[config.mk]
export PLATFORM = sky130hd
export DESIGN_NAME = sda_out_delay
export DESIGN_NICKNAME = d
export VERILOG_FILES = /design/src/rtl/sda_dly_pkg.sv /design/src/rtl/sda_chg_det.sv /design/src/rtl/sda_dly_ctrl.sv /design/src/rtl/scl_phase_path.sv /design/src/rtl/sda_out_delay.sv
export SDC_FILE = /design/constraint.sdc
export NUM_CORES = 1
export LEC_CHECK = 0
export BUFFER_PORTS_ARGS = -buffer_cell sky130_fd_sc_hd__buf_2
export CORE_AREA = 5 5 42 44
export CTS_CLUSTER_SIZE = 8
export DETAILED_ROUTE_END_ITERATION = 6
export DIE_AREA = 0 0 47 49
export PLACE_DENSITY = 0.7
export SLEW_MARGIN = 20
export SYNTH_ARGS = -nofsm -noshare
export SYNTH_HDL_FRONTEND = slang
export SYNTH_SLANG_ARGS = --single-unit
[constraint.sdc]
create_clock -name clk -period 3.4 [get_ports clk]
set_input_delay 0.17 -clock clk [delete_from_list [all_inputs] [get_ports clk]]
set_output_delay 0.17 -clock clk [all_outputs]
set_load 0.05 [all_outputs]
[src/rtl/sda_dly_pkg.sv]
// Package: shared constants and types for the data-line delay block.
// Assumes: released (idle) bus level is logic high.
package sda_dly_pkg;
    localparam int unsigned DLY_W_DEF = 3;
    localparam logic LINE_IDLE = 1'b1;

    typedef enum logic {
        PH_DIRECT = 1'b0,
        PH_TICKED = 1'b1
    } scl_phase_e;
endpackage

[src/rtl/sda_chg_det.sv]
// Module: detects a change of the undelayed data line, sampled on clk.
// Assumes: sda_in is synchronous to clk; the line starts at the idle level.
module sda_chg_det
    import sda_dly_pkg::*;
(
    input  logic clk,
    input  logic rst_n,
    input  logic sda_in,
    output logic chg
);
    logic sda_prev;

    // Remember the previous sample of the data line.
    always_ff @(posedge clk) begin
        if (!rst_n) sda_prev <= LINE_IDLE;
        else        sda_prev <= sda_in;
    end

    // A change is any difference from the previous sample.
    always_comb chg = (sda_in != sda_prev);
endmodule

[src/rtl/sda_dly_ctrl.sv]
// Module: tick-counted delay of data-line transitions.
// Counts ticks after a change; the first tick arms, n more fire, so the
// delay is n..n+1 tick periods. A new change restarts with the newest value.
// Assumes: tick is a one-clock pulse; chg comes from sda_chg_det.
module sda_dly_ctrl
    import sda_dly_pkg::*;
#(
    parameter int unsigned DLY_W = DLY_W_DEF
) (
    input  logic             clk,
    input  logic             rst_n,
    input  logic             tick,
    input  logic             chg,
    input  logic             sda_in,
    input  logic             i2c_mode,
    input  logic [DLY_W-1:0] dly_code,
    output logic             sda_out
);
    logic             busy;
    logic             target;
    logic [DLY_W-1:0] cnt;
    logic [DLY_W-1:0] n_lat;
    logic [DLY_W-1:0] eff_code;

    // Outside I2C mode the code counts as zero.
    always_comb eff_code = i2c_mode ? dly_code : '0;

    // Latch a change, count ticks, release the value after n+1 ticks.
    always_ff @(posedge clk) begin
        if (!rst_n) begin
            busy    <= 1'b0;
            target  <= LINE_IDLE;
            cnt     <= '0;
            n_lat   <= '0;
            sda_out <= LINE_IDLE;
        end else if (chg) begin
            if (eff_code == '0) begin
                sda_out <= sda_in;
                busy    <= 1'b0;
            end else begin
                busy   <= 1'b1;
                target <= sda_in;
                n_lat  <= eff_code;
                cnt    <= '0;
            end
        end else if (busy && tick) begin
            if (cnt == n_lat) begin
                sda_out <= target;
                busy    <= 1'b0;
            end else begin
                cnt <= cnt + 1'b1;
            end
        end
    end

    assert_bypass_R3: assert property (@(posedge clk) disable iff (!rst_n)
        (chg && !i2c_mode) |=> (sda_out == $past(sda_in)));
    assert_zero_code_R2: assert property (@(posedge clk) disable iff (!rst_n)
        (chg && i2c_mode && dly_code == '0) |=> (sda_out == $past(sda_in)));
    assert_cnt_bound_R4: assert property (@(posedge clk) disable iff (!rst_n)
        busy |-> (cnt <= n_lat));
    assert_hold_R7: assert property (@(posedge clk) disable iff (!rst_n)
        (busy && !chg && !tick) |=> ($stable(sda_out) && $stable(target)));
    assert_code_latched_R8: assert property (@(posedge clk) disable iff (!rst_n)
        (busy && !chg) |=> $stable(n_lat));
endmodule

[src/rtl/scl_phase_path.sv]
// Module: serial clock output path with a selectable phase.
// PH_DIRECT re-registers scl_in each clock; PH_TICKED loads it only on tick.
// Assumes: tick is a one-clock pulse synchronous to clk.
module scl_phase_path
    import sda_dly_pkg::*;
(
    input  logic clk,
    input  logic rst_n,
    input  logic tick,
    input  logic clk_phase,
    input  logic scl_in,
    output logic scl_out
);
    scl_phase_e phase;

    // Map the select bit onto the phase type.
    always_comb phase = scl_phase_e'(clk_phase);

    // Update the clock output directly or on the tick, per phase.
    always_ff @(posedge clk) begin
        if (!rst_n)                              scl_out <= LINE_IDLE;
        else if (phase == PH_DIRECT || tick)     scl_out <= scl_in;
    end

    assert_direct_R9: assert property (@(posedge clk) disable iff (!rst_n)
        (phase == PH_DIRECT) |=> (scl_out == $past(scl_in)));
    assert_ticked_hold_R10: assert property (@(posedge clk) disable iff (!rst_n)
        (phase == PH_TICKED && !tick) |=> $stable(scl_out));
endmodule

[src/rtl/sda_out_delay.sv]
// Module: top of the data-line output delay with serial clock phase path.
// Assumes: all inputs synchronous to clk; reset is synchronous, active low.
module sda_out_delay
    import sda_dly_pkg::*;
#(
    parameter int unsigned DLY_W = DLY_W_DEF
) (
    input  logic             clk,
    input  logic             rst_n,
    input  logic             tick,
    input  logic             i2c_mode,
    input  logic [DLY_W-1:0] dly_code,
    input  logic             sda_in,
    input  logic             clk_phase,
    input  logic             scl_in,
    output logic             sda_out,
    output logic             scl_out
);
    logic chg;

    sda_chg_det u_chg (
        .clk    (clk),
        .rst_n  (rst_n),
        .sda_in (sda_in),
        .chg    (chg)
    );

    sda_dly_ctrl #(.DLY_W(DLY_W)) u_ctrl (
        .clk      (clk),
        .rst_n    (rst_n),
        .tick     (tick),
        .chg      (chg),
        .sda_in   (sda_in),
        .i2c_mode (i2c_mode),
        .dly_code (dly_code),
        .sda_out  (sda_out)
    );

    scl_phase_path u_scl (
        .clk       (clk),
        .rst_n     (rst_n),
        .tick      (tick),
        .clk_phase (clk_phase),
        .scl_in    (scl_in),
        .scl_out   (scl_out)
    );

    assert_reset_idle_R1: assert property (@(posedge clk)
        !rst_n |=> (sda_out == LINE_IDLE && scl_out == LINE_IDLE));
endmodule

==> metrics.txt <==
post-synthesis cell type count=24; max-slew violation total from the final report=0; Final Worst Setup Slack=2.10 ns; post-synthesis cell count=between 50 and 60; part of the power in the clock network=31.8%; internal power of the cells=0.000202 W; Yosys top cell by area=sky130_fd_sc_hd__dfxtp_1; power density normalized to cell area=421 mW/mm^2; post-layout minimum cycle time=between 1 and 1.5 ns; TritonCTS clock tree=done; worst slack at placement=2.12 ns; drt initial violations=16; wire length of the first global-routing pass=1820 um; Layout Skew=0.00101 ns; maximum fanout along the worst path=7; dominant cell by count in the synthesized netlist=sky130_fd_sc_hd__dfxtp_1; Worst Min Path Start=scl_in; smallest hold slack=around 0.12 ns; leading register cell type out of synthesis=sky130_fd_sc_hd__dfxtp_1; pin count of the biggest net entering global routing=13; routability-driven placement congestion ratio=0.707; part of the total power dissipated in combinational logic=18.2%; Peak Freq=771 MHz; GRT Overall Usage=11.2%; post-synthesis sequential area ratio=38.9%; start point of the critical path=u_chg.sda_prev; number of iterations in the first detailed-routing pass=4; count of non-filler cells in the finished layout=88; synthesis-to-finish area growth=17.3%; Vias/cell=5.51; number of setup violations in the final report=0; total clock buffers created by CTS=3; core area=0.00140 mm^2; routed wirelength normalized by instance count=12.5 um; final hold violation count=0; post-synthesis register bit count=11; data arrival time of the critical path=roughly 1.5 ns; area fraction of the dominant cell type after synthesis=38.9%; setup slack, reg-to-reg=2.10 ns; clock tree buffer depth=2; io pins=12; final WL=1100 um; via count of the first global-routing pass=432; total congestion overflow=0; switching component of the power=~0.000077 W; initial standard-cell utilization of the core=40.4%; power share of the sequential group=about 50%; layout cell share with drive strength beyond 1=25.0%; Antenna Nets Post-Route=0; PostCTS Resize Cnt=0; die width=47 um; final cycle utilization of the critical path=between 30% and 40%; vertical die dimension=around 49 um; clock latency at the later pin of the worst-skew pair=0.27 ns; count of warnings emitted by yosys=0; Remaining DRCs=0; Detailed Place HPWL=825 um; type of element capturing the critical path=register; switching share of power=27.6%; remaining max-slew budget at the tightest pin=73.4%; RSZ-0062 raised after global routing=false; net count after synthesis=69; Clock Pin Slew Worst Setup and Hold Paths=0.07 ns; Post-CTS Setup Repair Bufs=0; area of the die=roughly 0.0023 mm^2; slew of the pin with the lowest slew margin=0.398 ns; number of synthesized flops with an enable pin=0; reported max-cap violation count=0; category of the critical setup timing path=register to register; Antenna Diode Count=0; Syn Std Cell Area=~570 um^2; maximum vdd drop=0.000190 V; total number of H-tree levels=1; startpoint kind of the worst setup timing path=register; run status=finished, final reports clean; Inst Count DP=84; aggregate negative setup slack=0 ns; number of antenna violations at the first check in global routing=0; R2R Path Start=u_chg.sda_prev; CTS hold repair buffers=0; leak pwr=about 0.26 nW; root cell of the clock tree=sky130_fd_sc_hd__clkbuf_4; Post-Synthesis Mean Instance Area=9.75 um^2; I/O Buffers=11; ys async rst share=0%; Layout Utilization=a little under half; final-stage net count=84; WP data required=between 3 and 4 ns; Hold/Removal Path Class=input pin to register; Row Count=14; CTS sink cnt=11; commonest cells in the synthesized netlist=sky130_fd_sc_hd__dfxtp_1 (11), sky130_fd_sc_hd__nand2_1 (6), sky130_fd_sc_hd__nand3_1 (6); via count=485; cell types with the largest area share after synthesis=sky130_fd_sc_hd__dfxtp_1 (39%), sky130_fd_sc_hd__mux2i_1 (7.1%), sky130_fd_sc_hd__nand3_1 (5.3%), sky130_fd_sc_hd__o311ai_4 (4.6%), sky130_fd_sc_hd__xnor2_1 (4.6%)
==> worst max-delay path, cell delays in order (launching register included) <==
cell and delay (ns):
sky130_fd_sc_hd__dfxtp_1 0.43, sky130_fd_sc_hd__xor2_2 0.30, sky130_fd_sc_hd__o311ai_4 0.21, sky130_fd_sc_hd__a32oi_1 0.19, sky130_fd_sc_hd__nor2b_1 0.06
==> power groups by stage <==
| stage | clock [W] | sequential (W) | combinational [W] |
|---|---|---|---|
| 2_1_floorplan | 0 | 0.000147 | 0.0000290 |
| 3_3_place_gp | 0 | 0.000142 | 0.0000493 |
| 3_5_place_dp | 0 | 0.000142 | 0.0000507 |
| 4_1_cts | 0.0000915 | 0.000139 | 0.0000510 |
| 5_1_grt | 0.0000986 | 0.000140 | 0.0000549 |
| 6_report | 0.0000887 | 0.000139 | 0.0000509 |
==> per-stage QoR <==
step	power, W	instance area (um^2)
CTS	0.000282	663
finish	0.000279	663
detailed placement	0.000193	637
global route	0.000293	663
global placement	0.000191	637
floorplan	0.000176	566
==> final cells by class <==
type                    count  area, um^2
fillers                   149         738
multi-input cells          45         338
inverters                   1        3.75
well taps                  16        20.0
clock buffers               4        26.3
flip-flops and latches     11         220
repair buffers             11        55.1
==> layout by cell type (no fill, tap or decap), drive strengths merged, types with 2 or more instances in the layout <==
cell,n
nand3,6
nand4,2
dfxtp,11
buf,11
or3,2
a21oi,2
clkbuf,4
nand2b,2
o21ai,2
nand2,6
nor2b,3
a21boi,3
xnor2,4
mux2i,4
==> worst paths after layout <==
| kind | endpoint | cells past startpoint |
|---|---|---|
| worst max-delay path | u_ctrl.n_lat[0] | 4 |
| worst min-delay path | u_scl.scl_out | 3 |
| worst max register to register | u_ctrl.n_lat[0] | 4 |
| worst min register to register | u_ctrl.n_lat[2] | 2 |
==> layer usage <==
layer | GRT usage (%) | routed length [um] | up-vias | share of wire [%]
met5 | 0 | 0 | - | 0
met4 | 9.68 | 43 | 0 | 3.9
met3 | 2.21 | 42 | 5 | 3.8
met2 | 17.6 | 590 | 11 | 54
met1 | 11.9 | 425 | 234 | 39
li1 | - | - | 235 | -
==> cells by family (layout without fill, tap and decap cells) <==
kind of cell               count (synthesis)  count (layout)  share of synthesized area, %
AOI/OAI and AO/OA                         11              11                          16.4
buffers and inverters                      2              16                          1.33
muxes                                      4               4                          7.08
adders and majority gates                  2               2                          3.98
and+or+nand+nor                           23              23                          21.9
DFF                                       11              11                          38.9
xor gates and xnor gates                   5               5                          10.4
==> registers in the layout (all words and copies together), names as in the netlist <==
| register | count |
|---|---|
| u_ctrl.cnt | 3 |
| u_ctrl.n_lat | 3 |
| u_scl.scl_out | 1 |
| u_ctrl.sda_out | 1 |
| u_ctrl.target | 1 |
| u_ctrl.busy | 1 |
| u_chg.sda_prev | 1 |
Note: power is estimated with default switching activity, not from simulation.
